$ cat src/rtl/phc_pkg.sv
package phc_pkg;
  typedef enum logic {
    MS_RUN  = 1'b0,
    MS_WAIT = 1'b1
  } miss_state_e;

  localparam int unsigned CODE_REGFILE = 0;
endpackage

$ cat src/rtl/phc_shadow.sv
// Record of the instructions in execute, both data-access stages and tag check.
module phc_shadow #(
  parameter int unsigned REG_W = 5,
  parameter int unsigned DEPTH = 4
) (
  input  logic                         clk,
  input  logic                         rst,
  input  logic                         adv,
  input  logic                         flush,
  input  logic [REG_W-1:0]             in_dst,
  input  logic                         in_ld,
  input  logic                         in_br,
  output logic [DEPTH-1:0]             st_vld,
  output logic [DEPTH-1:0][REG_W-1:0]  st_dst,
  output logic [DEPTH-1:0]             st_ld,
  output logic                         ex_br
);
  always_ff @(posedge clk) begin
    if (rst || flush) begin
      st_vld[0] <= 1'b0;
      ex_br     <= 1'b0;
    end else begin
      st_vld[0] <= adv;
      ex_br     <= adv & in_br;
    end
    st_dst[0] <= in_dst;
    st_ld[0]  <= in_ld;
  end

  for (genvar g = 1; g < DEPTH; g++) begin : g_stage
    always_ff @(posedge clk) begin
      if (rst || flush) st_vld[g] <= 1'b0;
      else              st_vld[g] <= st_vld[g-1];
      st_dst[g] <= st_dst[g-1];
      st_ld[g]  <= st_ld[g-1];
    end
  end
endmodule

$ cat src/rtl/phc_hazard.sv
// Load-use hold detection and youngest-first bypass selection for decode.
module phc_hazard #(
  parameter int unsigned REG_W     = 5,
  parameter int unsigned DEPTH     = 4,
  parameter int unsigned LU_STAGES = 2,
  parameter int unsigned CODE_W    = 3
) (
  input  logic                         rf_valid,
  input  logic [REG_W-1:0]             src_a,
  input  logic [REG_W-1:0]             src_b,
  input  logic [DEPTH-1:0]             st_vld,
  input  logic [DEPTH-1:0][REG_W-1:0]  st_dst,
  input  logic [DEPTH-1:0]             st_ld,
  output logic                         lu_hazard,
  output logic [CODE_W-1:0]            code_a,
  output logic [CODE_W-1:0]            code_b
);
  logic [DEPTH-1:0] writes;
  logic [DEPTH-1:0] fwd_ok;
  logic [DEPTH-1:0] not_ready;

  for (genvar g = 0; g < DEPTH; g++) begin : g_cls
    assign writes[g]    = st_vld[g] && (st_dst[g] != '0);
    assign fwd_ok[g]    = writes[g] && (!st_ld[g] || (g >= LU_STAGES));
    assign not_ready[g] = writes[g] && st_ld[g] && (g < LU_STAGES);
  end

  always_comb begin
    lu_hazard = 1'b0;
    code_a    = CODE_W'(phc_pkg::CODE_REGFILE);
    code_b    = CODE_W'(phc_pkg::CODE_REGFILE);
    // oldest first so that younger matches overwrite
    for (int i = DEPTH - 1; i >= 0; i--) begin
      if (fwd_ok[i] && st_dst[i] == src_a) code_a = CODE_W'(i + 1);
      if (fwd_ok[i] && st_dst[i] == src_b) code_b = CODE_W'(i + 1);
    end
    for (int i = 0; i < DEPTH; i++) begin
      if (rf_valid && not_ready[i] &&
          (st_dst[i] == src_a || st_dst[i] == src_b))
        lu_hazard = 1'b1;
    end
  end
endmodule

$ cat src/rtl/phc_miss_ctl.sv
// Miss backup sequencing: flush, wait for refill, replay strobe.
module phc_miss_ctl (
  input  logic clk,
  input  logic rst,
  input  logic tc_vld,
  input  logic tc_ld,
  input  logic tc_miss,
  input  logic refill_done,
  output logic flush,
  output logic busy,
  output logic replay
);
  import phc_pkg::*;

  miss_state_e state_q;

  assign flush = (state_q == MS_RUN) && tc_vld && tc_ld && tc_miss;
  assign busy  = (state_q == MS_WAIT);

  always_ff @(posedge clk) begin
    if (rst) begin
      state_q <= MS_RUN;
      replay  <= 1'b0;
    end else begin
      replay <= (state_q == MS_WAIT) && refill_done;
      case (state_q)
        MS_RUN:  if (flush)       state_q <= MS_WAIT;
        MS_WAIT: if (refill_done) state_q <= MS_RUN;
        default:                  state_q <= MS_RUN;
      endcase
    end
  end
endmodule

$ cat src/rtl/pipe_hazard_ctl.sv
module pipe_hazard_ctl #(
  parameter  int unsigned REG_W     = 5,
  parameter  int unsigned DEPTH     = 4,
  parameter  int unsigned LU_STAGES = 2,
  localparam int unsigned CODE_W    = $clog2(DEPTH + 1)
) (
  input  logic              clk,
  input  logic              rst,
  input  logic              rf_valid,
  input  logic [REG_W-1:0]  rf_src_a,
  input  logic [REG_W-1:0]  rf_src_b,
  input  logic [REG_W-1:0]  rf_dst,
  input  logic              rf_is_load,
  input  logic              rf_is_branch,
  input  logic              ex_taken,
  input  logic              tc_miss,
  input  logic              refill_done,
  output logic              stall_front,
  output logic              kill_front,
  output logic              flush_all,
  output logic              busy,
  output logic              replay,
  output logic [CODE_W-1:0] byp_a,
  output logic [CODE_W-1:0] byp_b
);
  localparam int unsigned TC_IDX = DEPTH - 1;

  logic [DEPTH-1:0]            st_vld;
  logic [DEPTH-1:0][REG_W-1:0] st_dst;
  logic [DEPTH-1:0]            st_ld;
  logic                        ex_br;
  logic                        lu_hazard;
  logic [CODE_W-1:0]           code_a;
  logic [CODE_W-1:0]           code_b;
  logic                        adv;

  assign stall_front = lu_hazard | busy;
  assign adv         = rf_valid & ~stall_front & ~flush_all;
  assign kill_front  = st_vld[0] & ex_br & ex_taken & ~flush_all;

  phc_shadow #(.REG_W(REG_W), .DEPTH(DEPTH)) shadow_i (
    .clk    (clk),
    .rst    (rst),
    .adv    (adv),
    .flush  (flush_all),
    .in_dst (rf_dst),
    .in_ld  (rf_is_load),
    .in_br  (rf_is_branch),
    .st_vld (st_vld),
    .st_dst (st_dst),
    .st_ld  (st_ld),
    .ex_br  (ex_br)
  );

  phc_hazard #(
    .REG_W(REG_W), .DEPTH(DEPTH), .LU_STAGES(LU_STAGES), .CODE_W(CODE_W)
  ) hazard_i (
    .rf_valid  (rf_valid),
    .src_a     (rf_src_a),
    .src_b     (rf_src_b),
    .st_vld    (st_vld),
    .st_dst    (st_dst),
    .st_ld     (st_ld),
    .lu_hazard (lu_hazard),
    .code_a    (code_a),
    .code_b    (code_b)
  );

  phc_miss_ctl miss_i (
    .clk         (clk),
    .rst         (rst),
    .tc_vld      (st_vld[TC_IDX]),
    .tc_ld       (st_ld[TC_IDX]),
    .tc_miss     (tc_miss),
    .refill_done (refill_done),
    .flush       (flush_all),
    .busy        (busy),
    .replay      (replay)
  );

  always_ff @(posedge clk) begin
    if (rst || !adv) begin
      byp_a <= '0;
      byp_b <= '0;
    end else begin
      byp_a <= code_a;
      byp_b <= code_b;
    end
  end
endmodule

$ cat config.mk
export PLATFORM = sky130hd
export DESIGN_NAME = pipe_hazard_ctl
export DESIGN_NICKNAME = d
export VERILOG_FILES = /design/src/rtl/phc_pkg.sv /design/src/rtl/phc_shadow.sv /design/src/rtl/phc_hazard.sv /design/src/rtl/phc_miss_ctl.sv /design/src/rtl/pipe_hazard_ctl.sv
export SDC_FILE = /design/constraint.sdc
export NUM_CORES = 1
export LEC_CHECK = 0
export ABC_CLOCK_PERIOD_IN_PS = 2050
export BUFFER_PORTS_ARGS = -buffer_cell sky130_fd_sc_hd__buf_2
export CAP_MARGIN = 15
export CORE_MARGIN = 2
export CORE_UTILIZATION = 50
export CTS_BUF_LIST = sky130_fd_sc_hd__clkbuf_8
export CTS_CLUSTER_SIZE = 14
export DETAILED_ROUTE_END_ITERATION = 10
export PLACE_DENSITY = 0.78
export SYNTH_ARGS = -nofsm -noshare
export SYNTH_HDL_FRONTEND = slang
export SYNTH_SLANG_ARGS = --single-unit
$ cat constraint.sdc
create_clock -name clk -period 2.05 [get_ports clk]
set_input_delay 0.41 -clock clk [delete_from_list [all_inputs] [get_ports clk]]
set_output_delay 0.41 -clock clk [all_outputs]
set_load 0.005 [all_outputs]
* Yosys cells after proc, flatten, opt, wreduce, memory -nomap -nowiden
Cells that the tools add are included.
Operators by class: eq/ne operators 8, mux-type cells 13, bitwise operators 10, reductions and logical operators 39
Operators by type and width (number):
- == test 5 bit | 8
- logical AND 1 bit | 24
- nonzero test 5 bit | 4
- two-way mux 2 bit | 4
- OR reduction 4 bit | 2
- AND 1 bit | 6
- two-way mux 1 bit | 6
- two-way mux 3 bit | 2
- logical OR 1 bit | 4
- OR reduction 2 bit | 2
- logical NOT 1 bit | 3
- inverter 1 bit | 3
- one-hot mux 1 bit (2 select lines) | 1
- bitwise OR 1 bit | 1
Word-level totals: bits in registers 37, bits of input ports 23, output and inout bits 11, word-level logic and storage cells 91

* Logic depth before layout (Yosys ltp)
depth after elaboration 14, gate-level depth with buffers 6, depth with buffers taken out 5

* Modules after synthesis
A second synthesis with hierarchy kept.
Second synthesis, totals: cell total of the unflattened synthesis 141, area, all modules 1539.0 µm²
Modules (own cells, without submodules):
- phc_shadow | instances 1, cells an instance 34, area an instance 623.1 µm², sequential area each 580.6 µm²
- phc_hazard | instances 1, cells an instance 82, area an instance 621.8 µm², sequential area each 0.0 µm²
- pipe_hazard_ctl | instances 1, cells an instance 17, area an instance 203.9 µm², sequential area each 120.1 µm²
- phc_miss_ctl | instances 1, cells an instance 8, area an instance 90.1 µm², sequential area each 40.0 µm²

* Worst setup path before layout
Ideal clock, no wire load.
kind input to output, from input port rf_src_a[3], to output port stall_front, arrival 1.639 ns, required time 1.640 ns, slack 0.001 ns, cell stages on the path 5, buffers on the path 0, cells stage by stage xor2_1 -> nor4_1 -> a22oi_1 -> o32ai_4 -> or2_2
Between the ends: cells in the longest elaborated chain, start to end 6, elaborated cells between the ends (all ways) 9, those cells by class eq/ne: 2; mux: 2; bitwise: 1; reduce/logical: 4
RTL lines:
- from (decl) | RTL line pipe_hazard_ctl.sv:10 | input logic [REG_W-1:0] rf_src_a,
- == test 5 bit | RTL line phc_hazard.sv:39 | (st_dst[i] == src_a || st_dst[i] == src_b))
- logical OR 1 bit | RTL line phc_hazard.sv:39
- logical AND 1 bit | RTL line phc_hazard.sv:38 | if (rf_valid && not_ready[i] &&
- two-way mux 1 bit | RTL line phc_hazard.sv:38
- two-way mux 1 bit (*) | RTL line phc_hazard.sv:38
- bitwise OR 1 bit (*) | RTL line pipe_hazard_ctl.sv:37 | assign stall_front = lu_hazard | busy;
- to (decl) | RTL line pipe_hazard_ctl.sv:18 | output logic stall_front,
Mark *: on every way between the ends. The rest lies on a longest branch, timed or not.

* Worst setup path after layout
from register shadow_i.st_dst[3] (netlist name), to output port stall_front
Between the ends: cells in the longest elaborated chain, start to end 8, elaborated cells between the ends (all ways) 11, those cells by class eq/ne: 2; mux: 2; bitwise: 1; reduce/logical: 6
RTL lines:
- from (decl) | RTL line phc_shadow.sv:14 | output logic [DEPTH-1:0][REG_W-1:0] st_dst,
- nonzero test 5 bit | RTL line phc_hazard.sv:23 | assign writes[g] = st_vld[g] && (st_dst[g] != '0);
- logical AND 1 bit | RTL line phc_hazard.sv:23
- logical AND 1 bit | RTL line phc_hazard.sv:25 | assign not_ready[g] = writes[g] && st_ld[g] && (g < LU_STAGES);
- logical AND 1 bit | RTL line phc_hazard.sv:38
- logical AND 1 bit (*) | RTL line phc_hazard.sv:38
- two-way mux 1 bit (*) (2 in series) | RTL line phc_hazard.sv:38
- bitwise OR 1 bit (*) | RTL line pipe_hazard_ctl.sv:37
Marks and branches as above.

==> results.md <==
* Status: finished with violations
* Failing checks: design-rule violations, negative setup slack
* Startpoint Class: flip-flop
* Dominant cells by area after synthesis: dfxtp_1, xor2_1, xnor2_1
* Critical Path Start: shadow_i.st_dst[3]
* Pre-antenna DRT Iters at 7
* Met3 wire length at 192 um
* Final worst slack at -0.222 ns
* Min-delay worst type: in -> reg
* Routed vias/inst at 5.48
* Asr flop ratio synth at 0%
* PortBufs at 33
* Clk buf depth at 2
* Least-Margin Pin Slew at 0.434 ns
* Seq/Total Area, Yosys at 49.2%
* Placer congestion estimate at 0.907
* Clk sink count at 37
* Crit path DAT at 1.86 ns
* Non-filler cells, final at 233
* Initial Util at 53.7%
* Layout cells sized above 1 at 41.6%
* Yosys warnings at 0
* Overflow after GRT at 0
* Final Slew Violations at 0
* Via count at 1,277
* Internal at 0.00125 W
* Lkg Pwr at 0.881 nW
* Nets at 224
* Global Route Usage Sum at 25.2%
* Inst Count DP at 225
* Hold_buf cts at 0
* Core Footprint at 0.00281 sq mm
* Fmax at 0.440 GHz
* Share of the synthesized area in the top cell type at 49.2%
* Initial antenna violation count at 0
* Post-DP HPWL at 2940 um
* CP Max Fanout at 2
* Library cells used by synthesis at 34
* Worst IR Drop VDD at 0.648 mV
* Critical path class: reg -> out
* Root Buffer: clkbuf_8
* Worst reg2reg startpoint: shadow_i.st_dst[3]
* Final period util at 111%
* Die area at 0.00347 sq mm
* Leading cell type in the layout, fill and taps excluded: dfxtp_1
* Min Tclk post-route at 2.27 ns
* Horiz. Die Dim at 58.9 um
* Area leader, netlist: dfxtp_1
* Ports at 34
* Ant. Diodes at 0
* Hold Path Origin: rf_dst[1]
* #FFs+latches synth at 37
* Number of remaining DRC errors at 2
* WL met1 at 1460 um
* Final Skew at 0.00586 ns
* Routed Wire Length at 3770 um
* Post-synth EDFFs at 0
* Sw frac at 23.3%
* Commonest cells after routing, fill and taps aside: dfxtp_1, buf_2, buf_4, xor2_1, xnor2_1
* Cells after Synth at 138
* Clk pwr share at 40.1%
* Htree depth at 2
* Met2 Wirelength at 1960 um
* Max-Cap Viols at 0
* Unrepaired setup endpoints after global routing: true
* Clk slew on worst S/H paths at 0.07 ns
* Rows at 19
* Vias in the first global route at 1,331
* P_sw at 0.000379 W
* Crit path required time at 1.64 ns
* DR iter-0 viols at 48
* Final Hold Fails at 0
* # setup viols final at 1
* Total power divided by cell area at 784 mW/mm^2
* Worst skew pair latency at 0.29 ns
* Mapped Nets at 161
* ANT nets after route at 0
* Rel. slew slack at 70.8%
* Uppermost layer routed: met4
* Synth Cell Area at 0.00151 sq mm
* Worst setup EP type: output pin
* Power share of the sequential group at 47.8%
* Global-route wire length before repair at 6180 um
* Post-synth top flop: dfxtp_1
* Gate power share at 12.1%
* Syn-to-layout area delta at 37.7%
* Die Y at 58.9 um
* WL per Instance at 16.2 um
* CTS tree: yes
* Largest net degree at the start of global routing at 13
* Syn avg cell area at 10.9 sq um
* Total CTS buffers at 5
* Pre-CTS setup slack at -0.236 ns
## registers in the layout, indices dropped and copies added (netlist names)
name / count
byp_a: 3
byp_b: 3
miss_i.busy: 1
miss_i.replay: 1
shadow_i.ex_br: 1
shadow_i.st_dst: 20
shadow_i.st_ld: 4
shadow_i.st_vld: 4
## final timing paths
path / end / slack (ns) / cells past startpoint
min reg2reg: shadow_i.st_ld[3] / 0.33 / 0
min: shadow_i.st_dst[1] / 0.22 / 1
max reg2reg: byp_b[2] / 0.17 / 5
max: stall_front / -0.22 / 5
## what timing repair did
item,4_1_cts,5_1_grt
buffers inserted,1,0
resized for setup,17,0
pin swaps,6,2
endpoints found under the setup margin,1,1
## logic make-up (layout without fill, tap and decap cells)
| group | Yosys count | count (layout) | share of synthesized area, % |
|---|---|---|---|
| flip-flops | 37 | 37 | 49.2 |
| AO/OA/AOI/OAI | 11 | 11 | 6.65 |
| buffers and inverters | 4 | 68 | 0.996 |
| AND/OR/NAND/NOR | 46 | 46 | 19.9 |
| XOR/XNOR | 40 | 40 | 23.3 |
## routing by layer
metal | vias up | global-route usage, %
li1 | 610 | -
met1 | 608 | 26.3
met2 | 44 | 43.7
met3 | 15 | 8.13
met4 | 0 | 15.3
met5 | - | 0
## area by class of cell
class	count	area, sq um
Multi-Input combinational cell	97	802
Tap cell	31	38.8
Sequential cell	37	751
Fill cell	195	731
Timing Repair Buffer	57	352
Inverter	3	11.3
Clock inverter	2	37.5
Clock buffer	6	82.6
## synthesized netlist by cell type, types with 2 or more instances
cell,count
xor2_1,21
and2_1,3
nand2b_1,2
xnor2_1,19
nor2_1,5
nand4b_1,2
or4_4,2
or2_2,2
or4_1,3
o21ai_0,2
dfxtp_1,37
nand4_1,3
nor3_1,3
nand3_1,3
nand2_1,4
a21oi_1,2
nor4_1,6
inv_1,3
## through the flow
step / cell area, sq um / total power [W] / util, % / TNS, ns / hold WS, ns
4_1_cts: 2070 / 0.00164 / 74.0 / -0.262 / 0.204
2_1_floorplan: 1510 / 0.000876 / - / 0 / 0.310
5_1_grt: 2070 / 0.00169 / 74.0 / -0.272 / 0.200
3_5_place_dp: 1890 / 0.000975 / 67.3 / -0.236 / 0.317
3_3_place_gp: 1890 / 0.000964 / 67.3 / -0.220 / 0.312
6_report: 2070 / 0.00163 / 74.0 / -0.222 / 0.216
## power by group through the flow
stage	clock network, W	registers (W)	logic [W]
2_1_floorplan	0	0.000788	0.0000877
3_3_place_gp	0	0.000790	0.000174
3_5_place_dp	0	0.000793	0.000182
4_1_cts	0.000672	0.000777	0.000195
5_1_grt	0.000702	0.000781	0.000211
6_report	0.000652	0.000777	0.000197
## critical path, stage by stage, from the launching register on
cell	delay, ns
dfxtp_1	0.31
or4_4	0.57
o2111ai_4	0.23
o32ai_4	0.11
or2_4	0.24
buf_6	0.11
Power figures use the tool's default switching activity.
